--- config.mk ---
export PLATFORM = sky130hd
export DESIGN_NAME = l2lk_tag_ctrl
export DESIGN_NICKNAME = d
export VERILOG_FILES = /design/src/rtl/l2lk_pkg.sv /design/src/rtl/l2lk_way_cmp.sv /design/src/rtl/l2lk_victim.sv /design/src/rtl/l2lk_tag_ctrl.sv
export SDC_FILE = /design/constraint.sdc
export NUM_CORES = 2
export LEC_CHECK = 0
export BUFFER_PORTS_ARGS = -buffer_cell sky130_fd_sc_hd__buf_2
export CORE_UTILIZATION = 50
export DETAILED_ROUTE_END_ITERATION = 7
export PLACE_DENSITY = 0.68
export SYNTH_ARGS = -nofsm -noshare
export SYNTH_HDL_FRONTEND = slang
export SYNTH_SLANG_ARGS = --single-unit
--- constraint.sdc ---
create_clock -name clk -period 17.5 [get_ports clk]
set_input_delay 1.75 -clock clk [delete_from_list [all_inputs] [get_ports clk]]
set_output_delay 1.75 -clock clk [all_outputs]
set_load 0.05 [all_outputs]
--- src/rtl/l2lk_pkg.sv ---
package l2lk_pkg;
    localparam logic [2:0] XFER_RD       = 3'd0;
    localparam logic [2:0] XFER_RD_OWN   = 3'd1;
    localparam logic [2:0] XFER_RD_CLAIM = 3'd2;
    localparam logic [2:0] XFER_WR_BURST = 3'd3;
    localparam logic [2:0] XFER_KILL     = 3'd4;

    typedef enum logic {
        ST_IDLE = 1'b0,
        ST_WIPE = 1'b1
    } ctrl_state_t;
endpackage

--- src/rtl/l2lk_way_cmp.sv ---
module l2lk_way_cmp #(
    parameter int TAG_W = 23
) (
    input  logic             vld,
    input  logic [TAG_W-1:0] stored_tag,
    input  logic             stored_par,
    input  logic [TAG_W-1:0] probe_tag,
    output logic             match,
    output logic             bad
);
    // Even parity: stored bit equals the XOR of the tag bits.
    always_comb begin
        bad   = vld && ((^stored_tag) != stored_par);
        match = vld && !bad && (stored_tag == probe_tag);
    end
endmodule

--- src/rtl/l2lk_victim.sv ---
module l2lk_victim #(
    parameter int WAYS  = 4,
    parameter int WAY_W = 2
) (
    input  logic [WAYS-1:0]  vld,
    input  logic [WAYS-1:0]  lck,
    output logic             found,
    output logic [WAY_W-1:0] way
);
    always_comb begin
        found = 1'b0;
        way   = '0;
        // Lowest unlocked valid way, overridden by the lowest invalid way.
        for (int w = WAYS - 1; w >= 0; w--) begin
            if (vld[w] && !lck[w]) begin
                found = 1'b1;
                way   = WAY_W'(w);
            end
        end
        for (int w = WAYS - 1; w >= 0; w--) begin
            if (!vld[w]) begin
                found = 1'b1;
                way   = WAY_W'(w);
            end
        end
    end
endmodule

--- src/rtl/l2lk_tag_ctrl.sv ---
module l2lk_tag_ctrl
    import l2lk_pkg::*;
#(
    parameter int ADDR_W = 32,
    parameter int OFF_W  = 5,
    parameter int SETS   = 16,
    parameter int WAYS   = 4
) (
    input  logic              clk,
    input  logic              rst_n,
    input  logic              req_valid,
    output logic              req_ready,
    input  logic [ADDR_W-1:0] req_addr,
    input  logic [2:0]        req_xfer,
    input  logic              req_lock,
    input  logic              req_wt,
    input  logic              req_upset,
    input  logic              wipe_req,
    output logic              rsp_valid,
    output logic              rsp_hit,
    output logic              rsp_locked,
    output logic              tag_perr,
    output logic              wipe_busy
);
    localparam int IDX_W = $clog2(SETS);
    localparam int WAY_W = $clog2(WAYS);
    localparam int TAG_W = ADDR_W - OFF_W - IDX_W;
    localparam logic [IDX_W-1:0] LAST_SET = IDX_W'(SETS - 1);

    ctrl_state_t state_q, state_d;

    logic [TAG_W-1:0] tag_q [SETS][WAYS];
    logic [WAYS-1:0]  par_q [SETS];
    logic [WAYS-1:0]  vld_q [SETS];
    logic [WAYS-1:0]  lck_q [SETS];
    logic [IDX_W-1:0] wipe_idx_q;
    logic             perr_q, rsp_valid_q, rsp_hit_q, rsp_locked_q;

    logic [IDX_W-1:0] set_i;
    logic [TAG_W-1:0] tag_i;
    logic [WAYS-1:0]  hit_vec, bad_vec;
    logic [WAY_W-1:0] hit_way, vic_way;
    logic             hit_any, bad_any, vic_ok, accept;
    logic             read_kind, lockable, kill, do_alloc, perr_set, lock_after;

    assign set_i = req_addr[OFF_W +: IDX_W];
    assign tag_i = req_addr[ADDR_W-1 -: TAG_W];

    for (genvar g = 0; g < WAYS; g++) begin : g_way
        l2lk_way_cmp #(.TAG_W(TAG_W)) u_cmp (
            .vld        (vld_q[set_i][g]),
            .stored_tag (tag_q[set_i][g]),
            .stored_par (par_q[set_i][g]),
            .probe_tag  (tag_i),
            .match      (hit_vec[g]),
            .bad        (bad_vec[g])
        );
    end

    l2lk_victim #(.WAYS(WAYS), .WAY_W(WAY_W)) u_vic (
        .vld   (vld_q[set_i]),
        .lck   (lck_q[set_i]),
        .found (vic_ok),
        .way   (vic_way)
    );

    always_comb begin
        hit_way = '0;
        for (int w = 0; w < WAYS; w++) begin
            if (hit_vec[w]) hit_way = WAY_W'(w);
        end
        hit_any   = |hit_vec;
        bad_any   = |bad_vec;
        accept    = req_valid && req_ready;
        kill      = (req_xfer == XFER_KILL);
        read_kind = (req_xfer == XFER_RD) || (req_xfer == XFER_RD_OWN) ||
                    (req_xfer == XFER_RD_CLAIM);
        lockable  = req_lock && (read_kind || ((req_xfer == XFER_WR_BURST) && !req_wt));
        do_alloc  = lockable && !hit_any && !bad_any && !perr_q && vic_ok;
        perr_set  = lockable && !hit_any && bad_any;
        if (kill)          lock_after = 1'b0;
        else if (lockable) lock_after = hit_any || do_alloc;
        else               lock_after = hit_any && lck_q[set_i][hit_way];
    end

    // State register
    always_ff @(posedge clk or negedge rst_n) begin
        if (!rst_n) state_q <= ST_IDLE;
        else        state_q <= state_d;
    end

    // Next state
    always_comb begin
        state_d = state_q;
        unique case (state_q)
            ST_IDLE: if (wipe_req) state_d = ST_WIPE;
            ST_WIPE: if (wipe_idx_q == LAST_SET) state_d = ST_IDLE;
        endcase
    end

    // Outputs
    always_comb begin
        req_ready = 1'b0;
        wipe_busy = 1'b0;
        unique case (state_q)
            ST_IDLE: req_ready = !wipe_req;
            ST_WIPE: wipe_busy = 1'b1;
        endcase
        rsp_valid  = rsp_valid_q;
        rsp_hit    = rsp_hit_q;
        rsp_locked = rsp_locked_q;
        tag_perr   = perr_q;
    end

    // Tag and parity storage (no reset; valid bits guard them)
    always_ff @(posedge clk) begin
        if (accept && do_alloc) begin
            tag_q[set_i][vic_way] <= tag_i ^ {{(TAG_W-1){1'b0}}, req_upset};
            par_q[set_i][vic_way] <= ^tag_i;
        end
    end

    // Line state, error flag, wipe walk and response registers
    always_ff @(posedge clk or negedge rst_n) begin
        if (!rst_n) begin
            for (int s = 0; s < SETS; s++) begin
                vld_q[s] <= '0;
                lck_q[s] <= '0;
            end
            wipe_idx_q   <= '0;
            perr_q       <= 1'b0;
            rsp_valid_q  <= 1'b0;
            rsp_hit_q    <= 1'b0;
            rsp_locked_q <= 1'b0;
        end else begin
            rsp_valid_q <= accept;
            if (accept) begin
                rsp_hit_q    <= hit_any;
                rsp_locked_q <= lock_after;
                if (kill && hit_any) begin
                    vld_q[set_i][hit_way] <= 1'b0;
                    lck_q[set_i][hit_way] <= 1'b0;
                end else if (lockable && hit_any) begin
                    lck_q[set_i][hit_way] <= 1'b1;
                end else if (do_alloc) begin
                    vld_q[set_i][vic_way] <= 1'b1;
                    lck_q[set_i][vic_way] <= 1'b1;
                end
                if (perr_set) perr_q <= 1'b1;
            end
            if (state_q == ST_WIPE) begin
                vld_q[wipe_idx_q] <= '0;
                lck_q[wipe_idx_q] <= '0;
                if (wipe_idx_q == LAST_SET) begin
                    wipe_idx_q <= '0;
                    perr_q     <= 1'b0;
                end else begin
                    wipe_idx_q <= wipe_idx_q + 1'b1;
                end
            end
        end
    end
endmodule

* After elaboration in Yosys (flattened, before gate mapping)
Memories as Yosys holds them, arrays and structs flattened.
Cells that the tools add are included.
** Storage, ports and cells
- Bits in registers :: 137
- Latch bits :: 0
- Bits in writable memories :: 1536
- Bits in read-only memories :: 0
- Input port bits :: 42
- Output and inout bits :: 6
- Logic and storage cells :: 200
- Memories kept :: 2
** Operators by class
- Add/sub/neg operators :: 1
- Multiply operators :: 0
- Div/mod/pow operators :: 0
- Magnitude comparators :: 10
- Equal/unequal tests :: 13
- Shifts and indexed selects :: 0
- Multiplexer cells :: 64
- Bitwise gates (word level) :: 14
- Reduce and logical (&&, ||, !) cells :: 58
** Memories
- tag_q :: depth 16, width 92, read ports 1, clocked after Yosys merged registers in 0, write ports 1, line l2lk_tag_ctrl.sv:32 : logic [TAG_W-1:0] tag_q [SETS][WAYS];
- par_q :: depth 16, width 4, read ports 1, clocked after Yosys merged registers in 0, write ports 1, line l2lk_tag_ctrl.sv:33 : logic [WAYS-1:0] par_q [SETS];
** Operator list (number)
- 64-bit two-way mux :: 10
- 64-bit bitwise AND :: 4
- 64-bit bitwise OR :: 3
- 64-bit inverter :: 2
- 23-bit XOR reduction :: 5
- 23-bit == test :: 4
- 92-bit two-way mux :: 1
- 4-bit demux with 4-bit select :: 3
- 23-bit demux with 2-bit select :: 1
- 4-bit two-way mux :: 9
- 1-bit logical AND :: 33
- 4-bit binary-select mux with 4-bit select :: 2
- 1-bit two-way mux :: 23
- 23-bit two-way mux :: 1
- 23-bit by 1-bit XOR with 23-bit output :: 1
- 2-bit two-way mux :: 10
- 1-bit logical NOT :: 13
- 5-bit >= comparator, second input constant :: 2
- 5-bit by 1-bit < comparator with 1-bit output, second input constant :: 2
- 4-bit inverter with 5-bit output :: 2
- 4-bit OR reduction :: 2
- 3-bit by 2-bit == test with 1-bit output, second input constant :: 2
- 2-bit by 3-bit < comparator with 1-bit output, second input constant :: 2
- 4-bit by 1-bit adder with 4-bit output, second input constant :: 1
- other kinds (14) :: 22

* Longest topological paths before layout
- Word-level depth :: 27
- Gate-level depth with buffers :: 23
- Depth with buffers taken out :: 13

* By module
From an unflattened synthesis, not the netlist that was laid out.
** Second synthesis, totals
- Cell total of the unflattened synthesis :: 3219
- Area total of the unflattened synthesis :: 67299.5 um^2
** By module, submodules not included
- l2lk_tag_ctrl :: times used 1, cells each 2991, area an instance 65313.9 um^2, seq. area each 49552.5 um^2
- l2lk_way_cmp :: times used 4, cells each 54, area an instance 479.2 um^2, seq. area each 0.0 um^2
- l2lk_victim :: times used 1, cells each 12, area an instance 68.8 um^2, seq. area each 0.0 um^2

* Worst setup path after synthesis
No wires, ideal clock.
- Kind :: in2reg
- Start :: in req_addr[5]
- End :: mem par_q[14][3] (enable)
- Library setup time :: 0.469 ns
- Data arrival time :: 7.492 ns
- Data required time :: 17.031 ns
- Slack :: 9.539 ns
- Cell stages on the path :: 16
- Buffers on the path :: 6
- Cells stage by stage :: buf_6 > buf_6 > buf_6 > buf_6 > mux4_2 > a22oi_1 > nand2_1 > xnor2_1 > xnor2_1 > xnor2_1 > xnor3_1 > and3_1 > buf_2 > or4_4 > buf_6 > nor4_1
** On the way
- Longest elaborated chain between the ends :: 19
- Elaborated cells between the ends (all ways) :: 77
- Classes of those cells :: 2 x order compare; 8 x eq/ne; 26 x mux; 1 x bitwise; 38 x reduce/logical; 2 x memory
** RTL lines
- start, declared :: line l2lk_tag_ctrl.sv:13 : input logic [ADDR_W-1:0] req_addr,
- 4-bit inverter with 5-bit output (not written as such) :: line l2lk_tag_ctrl.sv:51, l2lk_tag_ctrl.sv:61, l2lk_tag_ctrl.sv:62
- 4-bit binary-select mux with 4-bit select :: line l2lk_tag_ctrl.sv:62 : .lck (lck_q[set_i]),
- 4-bit two-way mux (not written as such) (2 in a row) :: line l2lk_tag_ctrl.sv:62
- 1-bit logical NOT :: line l2lk_victim.sv:15 : if (vld[w] && !lck[w]) begin
- 1-bit logical AND :: line l2lk_victim.sv:15
- 2-bit two-way mux (4 in a row) :: line l2lk_victim.sv:15
- 2-bit two-way mux (4 in a row) :: line l2lk_victim.sv:21 : if (!vld[w]) begin
- 2-bit by 3-bit < comparator with 1-bit output (not written as such) or 2-bit by 1-bit >= comparator with 1-bit output (tied branches) :: line l2lk_tag_ctrl.sv:119 : par_q[set_i][vic_way] <= ^tag_i;
- 1-bit logical AND (not written as such) :: line l2lk_tag_ctrl.sv:119
- 1-bit two-way mux (not written as such) :: line l2lk_tag_ctrl.sv:119
- 1-bit demux with 2-bit select :: line l2lk_tag_ctrl.sv:119
- 4-bit two-way mux (not written as such) :: line l2lk_tag_ctrl.sv:119
- end, declared :: line l2lk_tag_ctrl.sv:33
Several ways; a longest one is shown, not always the timed one. The select of a mux whose other input is x is not followed.

* Worst setup path after layout
- Start :: in req_addr[6]
- End :: mem par_q[0][3] (enable)
The elaborated chain is that of the path after synthesis.

==> flow_summary.yaml <==
status:
  outcome: "finished, final reports clean"
setup_path:
  crit_type: "input port to flip-flop"
  path_common_cell: "xnor2_1"
  critical_path_required_ps: 17930
  worstSetupStartpointType: "input port"
  arrival_ps: 9800
  crit_path_end_kind: "flip-flop"
  crit_slowest_cell: "nor2_1"
  cpPeakStageDelay_ps: 910
  critPathMaxFanout: 129
  worstPathCellList: "buf_8, buf_12, buf_4, mux4_2, mux2i_1, xor2_1, a21oi_1, xnor2_1, xnor2_1, xnor3_1, a221oi_2, nand3_1, nor2_1, nand2_1, nor2_4"
timing:
  post-route-min-period_ps: 9380
  hold_viol_final: 0
  grt_setup_unrepaired: "false"
  slew_viol_final: 0
  final.period_utilization_pct: 53.6
  setup-tns-final_ps: 0
  fin_hold_ws_ps: 477
  worst_clock_skew_ps: 32.2
  worst_slack_ps: 8120
  setup_viol: 0
  fmax_mhz: 107
  slew_headroom_pct: 4.43
  worst_pin_slew_ps: 1420
global_route:
  grt_usage_pct: 26.0
  grt_remaining_overflow: 0
  grt_util_met2_pct: 39.7
  grt_pass1_vias: 37200
  grt.busiest_layer: "met2"
  grt_pass1_wl_mm: 261
  grt_max_degree: 130
  grt_use_met3_pct: 5.94
  met1_usage_pct: 37.3
  antenna_found_initial: 8
logic_synthesis:
  syn_avg_cell_area_um2: 18.3
  synth_top_area_share_pct: 66.3
  ys.warnings.count: 0
  synthTopCellsByCount: "edfxtp_1 (1536), mux4_2 (392), nand2_1 (233)"
  synth_area_leaders: "edfxtp_1 (66%), mux4_2 (13%), dfrtp_1 (4.9%)"
  synth_most_common_cell: "edfxtp_1"
  ys_types: 73
  synth_area_leader_cell: "edfxtp_1"
  ys_ff_latch: 1673
  synth_nets: 3840
  yosysSeqAreaShare_pct: 71.3
  netlist_area_um2: 69500
  synth-edff-count: 1536
  ys_async_sr_fraction_pct: 8.19
  synthFlopType: "edfxtp_1"
  synthCells: 3794
power_and_ir_drop:
  seqPwrFrac_pct: 50.6
  switchingPower_w: 0.00205
  power.internal_w: 0.00675
  pwr-share-comb_pct: 9.0
  switching_share_pct: 23.3
  clkPwrFrac_pct: 40.3
  peakVddDrop_mv: 0.110
  power.leakage_nw: 25.8
  p_per_area_nw_per_um2: 114
detailed_routing:
  vias: 37600
  drc: 0
  wirelength_mm: 182
  first_pass_iters: 6
  ant_nets: 0
  vias_per_cell: 6.44
  routedWlPerCell_um: 31.1
  drt-initial-drc-count: 4729
clocking:
  clock_latency_ps: 810
  numCtsBuffers: 169
  postCtsResizedCells: 0
  ctsHoldBuffers: 0
  htreeDepth: 4
  cts.sinks: 1673
  cts_tree: "done"
  cts_setup_buffers: 0
  path_clk_slew_ps: 60
  clockBufferDepth: 3
  clk_root_buffer_cell: "clkbuf_16"
floorplanning:
  die-area_um2: 141000
  die_w_um: 375
  io_pins: 48
  rows: 136
  die_h_um: 375
  initial_core_util_pct: 50.5
  core_area_um2: 138000
finish:
  nets: 3964
  drive_gt1_share_pct: 21.5
  area.growth.synth_to_final_pct: 11.3
  nFillCells: 10200
flow_run:
  cap_violations: 0
min_path:
  hold_path.class: "flip-flop to flip-flop"
placed_design:
  gp_congestion: 0.977
  port_buffers: 42
  pre_cts_ws_ps: 7490
  hpwl_mm: 103
## state kept, by name, summed over array words and instances, names as in the netlist
register	flops
lck_q	64
par_q	64
rsp_hit	1
rsp_locked	1
rsp_valid	1
state_q	1
tag_perr	1
tag_q	1472
vld_q	64
wipe_idx_q	4
## layout make-up
| cell class | instances | area (um2) | share of cell area [%] |
|---|---|---|---|
| antenna | 1 | 2.50 | 0.00323 |
| clock buffer | 199 | 4430 | 5.72 |
| clock inverter | 99 | 986 | 1.27 |
| inverter | 58 | 220 | 0.285 |
| multi-input combinational | 1838 | 18600 | 24.1 |
| sequential | 1673 | 49600 | 64.0 |
| tap | 1794 | 2240 | 2.90 |
| timing repair buffer | 178 | 1290 | 1.67 |
## layout by cell type, fill, tap and decap left out, types with 122 or more instances in the layout
| cell | Yosys | final |
|---|---|---|
| edfxtp_1 | 1536 | 1536 |
| mux4_2 | 392 | 392 |
| nand2_1 | 233 | 233 |
| mux2i_1 | 175 | 175 |
| clkbuf_16 | 0 | 172 |
| xnor2_1 | 151 | 150 |
| dfrtp_1 | 137 | 137 |
| buf_4 | 46 | 135 |
| a22oi_1 | 134 | 134 |
| a21oi_1 | 122 | 122 |
## layer usage
metal / up-vias / wire length, um
met5: - / 75
met4: 4 / 4930
met3: 286 / 18800
met2: 2039 / 84300
met1: 19800 / 73700
li1: 15500 / -
## power groups by stage
stage               registers, W  clock network [W]  logic (W)
CTS                      0.00445            0.00360   0.000787
finish                   0.00445            0.00355   0.000793
floorplan                0.00454                  0   0.000492
detailed placement       0.00454                  0   0.000783
global route             0.00445            0.00374   0.000836
global placement         0.00454                  0   0.000771
## final timing paths
| path | from | end | slack, ps | cells after the start |
|---|---|---|---|---|
| worst max-delay path | req_addr[6] | par_q[0][3]$_DFFE_PP_ | 8120 | 15 |
| worst min-delay path | rsp_hit$_DFFE_PN0P_ | rsp_hit$_DFFE_PN0P_ | 480 | 2 |
| worst max register to register | tag_q[11][50]$_DFFE_PP_ | par_q[0][3]$_DFFE_PP_ | 10810 | 13 |
| worst min register to register | rsp_hit$_DFFE_PN0P_ | rsp_hit$_DFFE_PN0P_ | 480 | 2 |
| max in group asynchronous | rst_n | vld_q[18]$_DFF_PN0_ | 15090 | 2 |
| min in group asynchronous | rst_n | lck_q[45]$_DFF_PN0_ | 960 | 1 |
## per-stage QoR
| step | total power, W | area (um2) | utilization, % | instances |
|---|---|---|---|---|
| floorplan | 0.00503 | 69500 | - | 3794 |
| global placement | 0.00531 | 72000 | 52.3 | 5541 |
| detailed placement | 0.00532 | 72000 | 52.3 | 5541 |
| CTS | 0.00884 | 77400 | 56.2 | 5839 |
| global route | 0.00903 | 77400 | 56.2 | 5839 |
| finish | 0.00880 | 77400 | 56.2 | 5840 |
## worst max-delay path, delay by kind of cell
family,cells,cell delay (ps)
simple gates,4,2770
buf+inv,3,2110
xor+xnor,4,1130
mux,2,1020
compound gates,2,570
## cells by family after synthesis
group | count (synthesis) | share of synthesized area [%]
xor gates and xnor gates | 235 | 3.16
DFF | 1673 | 71.3
and+or+nand+nor | 545 | 3.58
AOI/OAI and AO/OA | 476 | 4.35
muxes | 578 | 15.4
adders and majority gates | 4 | 0.0720
buffers and inverters | 283 | 2.17
No activity file was read; power rests on OpenSTA's default activity.
